### src/rtl/mdec_pkg.sv
package mdec_pkg;

    localparam int          MARK_LEN     = 6;
    localparam logic [5:0]  MARK_PATTERN = 6'b111000; // oldest bit in MSB
    localparam int          TAIL_BITS    = 4;         // bits after the stop pair

    typedef enum logic [1:0] {
        ST_HUNT,
        ST_FIRST,
        ST_SECOND,
        ST_TAIL
    } dec_state_e;

    typedef struct packed {
        logic shift;   // push one decoded bit
        logic bitv;    // decoded bit value
        logic clear;   // wipe working register
        logic report;  // publish working register
    } dec_ctl_t;

    function automatic logic is_marker(input logic [MARK_LEN-1:0] w);
        return w == MARK_PATTERN;
    endfunction

endpackage

### src/rtl/mdec_window.sv
module mdec_window
    import mdec_pkg::*;
(
    input  logic clk,
    input  logic rst,
    input  logic bit_in,
    input  logic bit_valid,
    output logic marker_hit
);
    logic [MARK_LEN-2:0] hist_q;
    logic [MARK_LEN-1:0] window;

    assign window     = {hist_q, bit_in};
    assign marker_hit = bit_valid && is_marker(window);

    always_ff @(posedge clk) begin
        if (rst) begin
            hist_q <= '0;
        end else if (bit_valid) begin
            hist_q <= window[MARK_LEN-2:0];
        end
    end
endmodule

### src/rtl/mdec_shifter.sv
module mdec_shifter #(
    parameter int WORD_W    = 32,
    parameter int NUM_WORDS = 3,
    localparam int ID_W     = WORD_W * NUM_WORDS
) (
    input  logic            clk,
    input  logic            rst,
    input  logic            shift_en,
    input  logic            shift_bit,
    input  logic            clear,
    output logic [ID_W-1:0] id_q
);
    logic [WORD_W-1:0]    words [NUM_WORDS];
    logic [NUM_WORDS-1:0] carry_in;

    for (genvar k = 0; k < NUM_WORDS; k++) begin : g_word
        if (k == 0) begin : g_low
            assign carry_in[k] = shift_bit;
        end else begin : g_up
            assign carry_in[k] = words[k-1][WORD_W-1];
        end

        always_ff @(posedge clk) begin
            if (rst || clear) begin
                words[k] <= '0;
            end else if (shift_en) begin
                words[k] <= {words[k][WORD_W-2:0], carry_in[k]};
            end
        end

        assign id_q[k*WORD_W +: WORD_W] = words[k];
    end
endmodule

### src/rtl/mdec_ctrl.sv
module mdec_ctrl
    import mdec_pkg::*;
#(
    parameter int ID_W  = 96,
    parameter int CNT_W = 7
) (
    input  logic             clk,
    input  logic             rst,
    input  logic             bit_in,
    input  logic             bit_valid,
    input  logic             marker_hit,
    output dec_ctl_t         ctl,
    output logic [CNT_W-1:0] count
);
    localparam logic [CNT_W-1:0] LIMIT    = CNT_W'(ID_W);
    localparam logic [1:0]       TAIL_END = 2'(TAIL_BITS - 1);

    dec_state_e       state_q, state_d;
    logic             first_q, first_d;
    logic [1:0]       tail_q, tail_d;
    logic [CNT_W-1:0] count_q, count_d;

    always_comb begin
        ctl     = '0;
        state_d = state_q;
        first_d = first_q;
        tail_d  = tail_q;
        count_d = count_q;
        if (bit_valid) begin
            unique case (state_q)
                ST_HUNT: begin
                    if (marker_hit) begin
                        state_d = ST_FIRST;
                        count_d = '0;
                    end
                end
                ST_FIRST: begin
                    first_d = bit_in;
                    state_d = ST_SECOND;
                end
                ST_SECOND: begin
                    if (bit_in != first_q) begin
                        ctl.shift = 1'b1;
                        ctl.bitv  = bit_in;
                        if (count_q <= LIMIT) begin
                            count_d = count_q + CNT_W'(1);
                        end
                        state_d = ST_FIRST;
                    end else begin
                        tail_d  = '0;
                        state_d = ST_TAIL;
                    end
                end
                ST_TAIL: begin
                    if (tail_q == TAIL_END) begin
                        ctl.clear = 1'b1;
                        count_d   = '0;
                        if (marker_hit) begin
                            ctl.report = (count_q <= LIMIT);
                            state_d    = ST_FIRST;
                        end else begin
                            state_d = ST_HUNT;
                        end
                    end else begin
                        tail_d = tail_q + 2'd1;
                    end
                end
                default: state_d = ST_HUNT;
            endcase
        end
    end

    always_ff @(posedge clk) begin
        if (rst) begin
            state_q <= ST_HUNT;
            first_q <= 1'b0;
            tail_q  <= '0;
            count_q <= '0;
        end else begin
            state_q <= state_d;
            first_q <= first_d;
            tail_q  <= tail_d;
            count_q <= count_d;
        end
    end

    assign count = count_q;
endmodule

### src/rtl/mdec_frame_decoder.sv
module mdec_frame_decoder
    import mdec_pkg::*;
#(
    parameter int  WORD_W    = 32,
    parameter int  NUM_WORDS = 3,
    localparam int ID_W      = WORD_W * NUM_WORDS,
    localparam int CNT_W     = $clog2(ID_W + 2)
) (
    input  logic             clk,
    input  logic             rst,
    input  logic             bit_in,
    input  logic             bit_valid,
    output logic [ID_W-1:0]  id_out,
    output logic [CNT_W-1:0] id_bits,
    output logic             id_valid
);
    logic             marker_hit;
    dec_ctl_t         ctl;
    logic [CNT_W-1:0] count;
    logic [ID_W-1:0]  work_id;

    mdec_window u_window (
        .clk        (clk),
        .rst        (rst),
        .bit_in     (bit_in),
        .bit_valid  (bit_valid),
        .marker_hit (marker_hit)
    );

    mdec_ctrl #(.ID_W(ID_W), .CNT_W(CNT_W)) u_ctrl (
        .clk        (clk),
        .rst        (rst),
        .bit_in     (bit_in),
        .bit_valid  (bit_valid),
        .marker_hit (marker_hit),
        .ctl        (ctl),
        .count      (count)
    );

    mdec_shifter #(.WORD_W(WORD_W), .NUM_WORDS(NUM_WORDS)) u_shift (
        .clk       (clk),
        .rst       (rst),
        .shift_en  (ctl.shift),
        .shift_bit (ctl.bitv),
        .clear     (ctl.clear),
        .id_q      (work_id)
    );

    always_ff @(posedge clk) begin
        if (rst) begin
            id_out   <= '0;
            id_bits  <= '0;
            id_valid <= 1'b0;
        end else begin
            id_valid <= ctl.report;
            if (ctl.report) begin
                id_out  <= work_id;
                id_bits <= count;
            end
        end
    end
endmodule

### config.mk
export PLATFORM = sky130hd
export DESIGN_NAME = mdec_frame_decoder
export DESIGN_NICKNAME = d
export VERILOG_FILES = /design/src/rtl/mdec_pkg.sv /design/src/rtl/mdec_window.sv /design/src/rtl/mdec_shifter.sv /design/src/rtl/mdec_ctrl.sv /design/src/rtl/mdec_frame_decoder.sv
export SDC_FILE = /design/constraint.sdc
export NUM_CORES = 1
export LEC_CHECK = 0
export ABC_AREA = 1
export BUFFER_PORTS_ARGS = -buffer_cell sky130_fd_sc_hd__buf_2
export CELL_PAD_IN_SITES_DETAIL_PLACEMENT = 1
export CELL_PAD_IN_SITES_GLOBAL_PLACEMENT = 2
export CORE_MARGIN = 1.5
export CORE_UTILIZATION = 37
export DETAILED_ROUTE_END_ITERATION = 10
export PLACE_DENSITY = 0.81
export SETUP_SLACK_MARGIN = 0.5
export SYNTH_ARGS = -nofsm -noshare
export SYNTH_HDL_FRONTEND = slang
export SYNTH_HIERARCHICAL = 1
export SYNTH_SLANG_ARGS = --single-unit
### constraint.sdc
create_clock -name clk -period 9.12 [get_ports clk]
set_input_delay 1.824 -clock clk [delete_from_list [all_inputs] [get_ports clk]]
set_output_delay 1.824 -clock clk [all_outputs]
set_load 0.05 [all_outputs]
After elaboration in Yosys (flattened, before gate mapping)
Memories as Yosys holds them, arrays and structs flattened.
Cells that the tools add are included.
{"block": "word_totals", "register_bits": 121, "latchBits": 0, "ramBits": 96, "rom_bits": 0, "output_inout_bits": 104, "mem_count": 1}
{"block": "op_classes", "add_sub_neg": 2, "mul": 0, "div_mod_pow": 0, "order_cmp": 1, "n_eq_ne": 12, "shift": 0, "muxes": 27, "n_bitwise": 3, "n_reduce_logical": 9}
{"memory": "u_shift.words", "words": 3, "width": 32, "read_ports": 3, "rd_clocked_by_memory_dff": 0, "write_ports": 3, "line": "mdec_shifter.sv:13", "source": "logic [WORD_W-1:0] words [NUM_WORDS];"}
{"cell": "2-to-1 mux 32 bit", "count": 3}
{"cell": "2-to-1 mux 7 bit", "count": 4}
{"cell": "case mux 7 bit (3 select lines)", "count": 1}
{"cell": "2-to-1 mux 2 bit", "count": 9}
{"cell": "case mux 2 bit (4 select lines)", "count": 1}
{"cell": "adder 7 x 1 -> 7 bit (second input constant)", "count": 1}
{"cell": "less-or-equal comparator 7 bit (second input constant)", "count": 1}
{"cell": "2-to-1 mux 1 bit", "count": 7}
{"cell": "== test 2 bit (second input constant)", "count": 3}
{"cell": "== test 6 bit (second input constant)", "count": 1}
{"cell": "inequality test 2 x 1 -> 1 bit (second input constant)", "count": 3}
{"cell": "inequality test 2 bit (second input constant)", "count": 3}
{"cell": "AND reduction 6 bit", "count": 1}
{"cell": "2-to-1 mux 4 bit", "count": 1}
{"cell": "case mux 2 bit (2 select lines)", "count": 1}
{"cell": "AND reduction 4 bit", "count": 1}
{"cell": "bitwise OR 1 bit", "count": 3}
{"cell": "AND reduction 3 bit", "count": 1}
{"cell": "nonzero test 3 bit", "count": 1}
{"cell": "adder 2 x 1 -> 2 bit (second input constant)", "count": 1}
{"cell": "== test 2 x 1 -> 1 bit (second input constant)", "count": 1}
{"cell": "zero test 2 bit", "count": 1}
{"cell": "AND reduction 2 bit", "count": 1}
{"cell": "nonzero test 2 bit", "count": 1}
{"cell": "other kinds (3)", "count": 3}

Depth between registers and ports, before layout
{"block": "depth", "ltp_word": 10, "ltp_mapped": 14}

Modules after synthesis
Netlist, hierarchy kept.
{"module": "mdec_frame_decoder", "n_inst": 1, "cells_each": 656, "area_each_um2": 4281.6, "seq_area_each_um2": 2082.0}
{"module": "mdec_shifter", "n_inst": 1, "cells_each": 302, "area_each_um2": 3727.3, "seq_area_each_um2": 2882.8}
{"module": "mdec_ctrl", "n_inst": 1, "cells_each": 130, "area_each_um2": 870.8, "seq_area_each_um2": 240.2}
{"module": "mdec_window", "n_inst": 1, "cells_each": 31, "area_each_um2": 206.4, "seq_area_each_um2": 100.1}

Worst setup path before layout
No wires, ideal clock.
{"block": "synth_timing", "kind": "in2reg", "from": "in bit_in", "to": "mem u_shift.words[0][0] (enable)", "arrival_ns": 4.543, "t_required_ns": 8.662, "slack_ns": 4.119, "stages": 5, "path_cell_list": "ha_1 > or2_1 > nor2_1 > inv_1 > nand2_1"}
{"element": "start: declaration", "line": "mdec_frame_decoder.sv:11", "source": "input logic bit_in,"}
{"element": "end: declaration", "line": "mdec_shifter.sv:13"}

==> reports/qor.yml <==
timing.critical_path.to_type: "flop"
timing.final.max_slew_violations: 0
timing.final.crit_share_pct: 46.85
cts.htree.levels: 1
synth.avg_cell_area_um2: 8.120
grt_remaining_overflow: 0
routedWlPerCell_um: 11.77
cts_root_buf: "sky130_fd_sc_hd__clkbuf_16"
clkTransAtPathRegs_ps: 60
floorplan.core_area_mm2: 0.02418
utilization_pct: 43.49
fin_cells: 1554
remaining_drc_errors: 0
detail-route-antenna-nets: 0
crit_arrival_ps: 4670
later_pin_clock_latency_in_the_skew_report_ps: 510
final.setup.worst_slack_ps: 4847
clock.fmax_mhz: 234.0
flow.area_growth_from_synthesis_pct: 15.71
synth_cells: 1119
number_of_nets_in_the_synthesized_netlist: 1131
syn_area_mm2: 0.009086
dpl_worst_slack_ps: 4266
critical-path-slowest-cell: "sky130_fd_sc_hd__buf_4"
timing_worst_slew_pin_value_ps: 1139
drt_pass1_iterations: 4
io_buffer_count: 107
cpPeakStageDelay_ps: 960
synth.ff_latch_count: 217
crit_type: "in -> reg"
dp_hpwl_um: 11210
leakage_component_of_the_power_nw: 4.782
path_common_cell: "sky130_fd_sc_hd__nand2_1"
ctsLongestPathBuffers: 3
ys_seq_area_share_pct: 58.39
nets: 1223
worst_case_hold_slack_ps: 463.7
wl_um: 18300
power_density_mw_per_mm2: 193.1
layout_min_cycle_time_ps: 4273
routabilityCongestion: 0.6814
grtUsageTotal_pct: 14.61
timing.critical_path.required_ps: 9520
via_count_of_the_routed_design: 6564
numCtsBuffers: 25
peakVddDrop_v: 0.0001115
setup.worst_path.start_class: "input port"
floorplan.io_pins: 108
synth-main-ff-cell: "sky130_fd_sc_hd__dfxtp_1"
cts.repair_timing.setup_buffer_count: 0
fin_worst_skew_ps: 13.09
result_of_the_run: "finished, final reports clean"
first_pass_grt_wire_length_um: 31520
final.setup.tns_ps: 0
via_count_of_the_first_global_routing_pass: 6566
tritoncts: "built"
crit_path_cell_trace: "buf_2, nand2_1, inv_1, nand2_1, nor2_2, nand3_1, nor3_2, buf_4, buf_4, nand2_1, nand2_1, nor2_1"
finalSetupViolations: 0
finalHoldViolCount: 0
maximum_number_of_pins_on_one_net_before_global_route_repair: 115
routed_via_density: 4.224
antenna_cells: 0
synth-edff-count: 96
cp_max_fo: 114
holdBufCountCts: 0
cts_resized: 0
async_reset_ff_share_pct: 0
cap_violations: 0
detailedRoute.firstIterationViolations: 282
fraction_of_layout_cells_with_a_size_suffix_above_1_pct: 14.15
critPathTopFamily: "buffers and inverters"
number_of_placement_rows: 57
antenna_found_initial: 0
floorplan_die_height_um: 159.7
cp_num_buf_inv: 4
rsz0062_at_grt: "no"
die_x_um: 159.7
initial_core_util_pct: 37.58
hold_class: "reg -> reg"
die-area_mm2: 0.02551
dpl.cell_count: 1508
worst_slew_margin_rel_pct: 24.08
cts.sinks: 217
synthDistinctLibCells: 27
ys_warnings: 6
==> final cells by class <==
class                           instances  area [um2]
Clock buffer                           43       763.2
Inverter                              226       849.6
Multi-Input combinational cell        630        2608
Timing Repair Buffer                  111       565.5
Tap cell                              324       405.4
Clock inverter                          3       17.52
Sequential cell                       217        5305
Fill cell                            2967       13660
==> worst reg2reg max path, stage by stage (launching register included) <==
cell	delay [ps]
sky130_fd_sc_hd__dfxtp_1	370
sky130_fd_sc_hd__inv_1	120
sky130_fd_sc_hd__ha_1	160
sky130_fd_sc_hd__inv_1	40
sky130_fd_sc_hd__nor2_1	70
sky130_fd_sc_hd__nand2_1	80
sky130_fd_sc_hd__nand2_1	130
sky130_fd_sc_hd__nand3_1	100
sky130_fd_sc_hd__nor3_2	110
sky130_fd_sc_hd__buf_4	720
sky130_fd_sc_hd__buf_4	1030
sky130_fd_sc_hd__nand2_1	220
sky130_fd_sc_hd__nand2_1	100
sky130_fd_sc_hd__nor2_1	50
==> Yosys cell counts, types with 2 or more instances <==
master | instances | area (um2)
sky130_fd_sc_hd__a21oi_1 | 9 | 45.04
sky130_fd_sc_hd__a21oi_2 | 2 | 17.52
sky130_fd_sc_hd__buf_2 | 21 | 105.1
sky130_fd_sc_hd__buf_4 | 5 | 37.54
sky130_fd_sc_hd__buf_6 | 17 | 191.4
sky130_fd_sc_hd__clkbuf_1 | 3 | 11.26
sky130_fd_sc_hd__dfxtp_1 | 121 | 2422
sky130_fd_sc_hd__edfxtp_1 | 96 | 2883
sky130_fd_sc_hd__ha_1 | 8 | 100.1
sky130_fd_sc_hd__inv_1 | 223 | 837.1
sky130_fd_sc_hd__inv_2 | 3 | 11.26
sky130_fd_sc_hd__nand2_1 | 245 | 919.6
sky130_fd_sc_hd__nand3_1 | 9 | 45.04
sky130_fd_sc_hd__nand3_2 | 4 | 40.04
sky130_fd_sc_hd__nor2_1 | 319 | 1197
sky130_fd_sc_hd__nor2_2 | 12 | 75.07
sky130_fd_sc_hd__nor2_4 | 2 | 22.52
sky130_fd_sc_hd__nor3_1 | 2 | 10.01
sky130_fd_sc_hd__o21ai_0 | 7 | 35.03
sky130_fd_sc_hd__o21ai_1 | 3 | 15.01
sky130_fd_sc_hd__xor2_1 | 2 | 17.52
==> per-layer routing <==
layer | vias to the layer above | track usage (%) | wire length, um | share of wire (%)
met5 | - | 0 | 0 | 0
met4 | 0 | 3.431 | 199 | 1.1
li1 | 3451 | - | - | -
met2 | 81 | 24.97 | 8562 | 47
met1 | 3017 | 19.18 | 8796 | 48
met3 | 15 | 2.675 | 738 | 4.0
==> cells by family (layout without fill, tap and decap cells) <==
group | count (synthesis) | in the layout | synth area share [%]
XOR/XNOR | 3 | 3 | 0.2892
AND/OR/NAND/NOR | 597 | 597 | 25.76
buffers and inverters | 272 | 383 | 13.14
AO/OA/AOI/OAI | 22 | 22 | 1.322
adder cells (fa/ha/maj) | 8 | 8 | 1.102
flip-flops | 217 | 217 | 58.39
==> through the flow <==
step                instance area, um2  power [mW]
floorplan                         9086       1.095
CTS                              10510       2.068
finish                           10510       2.030
global placement                  9733       1.109
detailed placement                9733       1.110
global route                     10510       2.114
==> power by group <==
| part | switching, mW | internal [mW] | leakage (nW) |
|---|---|---|---|
| Combinational | 0.0357 | 0.0128 | 2.43 |
| Sequential | 0.00890 | 1.03 | 1.97 |
| Clock | 0.379 | 0.564 | 0.381 |
| Total | 0.423 | 1.61 | 4.78 |
==> registers in the layout, summed over array words and instances (netlist names) <==
| register | count |
|---|---|
| id_bits | 7 |
| id_out | 96 |
| id_valid | 1 |
| u_ctrl/count | 7 |
| u_ctrl/first_q | 1 |
| u_ctrl/state_q | 2 |
| u_ctrl/tail_q | 2 |
| u_shift/words | 96 |
| u_window/hist_q | 5 |
==> final timing paths <==
path                                      from                          end  slack [ps]  cells past startpoint
setup / recovery                     bit_valid      id_out[95]$_SDFFE_PP0P_        4850                     12
hold / removal     u_ctrl/first_q$_SDFFE_PP0P_  u_ctrl/first_q$_SDFFE_PP0P_         460                      2
setup reg to reg  u_ctrl/count[0]$_SDFFE_PP0P_      id_out[95]$_SDFFE_PP0P_        5720                     13
hold reg to reg    u_ctrl/first_q$_SDFFE_PP0P_  u_ctrl/first_q$_SDFFE_PP0P_         460                      2
==> cells in the final DEF (no fill, tap or decap), types with 8 or more instances in the layout <==
cell / count
sky130_fd_sc_hd__dfxtp_1: 121
sky130_fd_sc_hd__clkbuf_1: 11
sky130_fd_sc_hd__edfxtp_1: 96
sky130_fd_sc_hd__a21oi_1: 9
sky130_fd_sc_hd__nor2_2: 12
sky130_fd_sc_hd__nand3_1: 9
sky130_fd_sc_hd__buf_2: 107
sky130_fd_sc_hd__ha_1: 8
sky130_fd_sc_hd__nor2_1: 319
sky130_fd_sc_hd__clkbuf_16: 25
sky130_fd_sc_hd__inv_1: 222
sky130_fd_sc_hd__nand2_1: 243
Note: power is estimated with default switching activity, not from simulation.
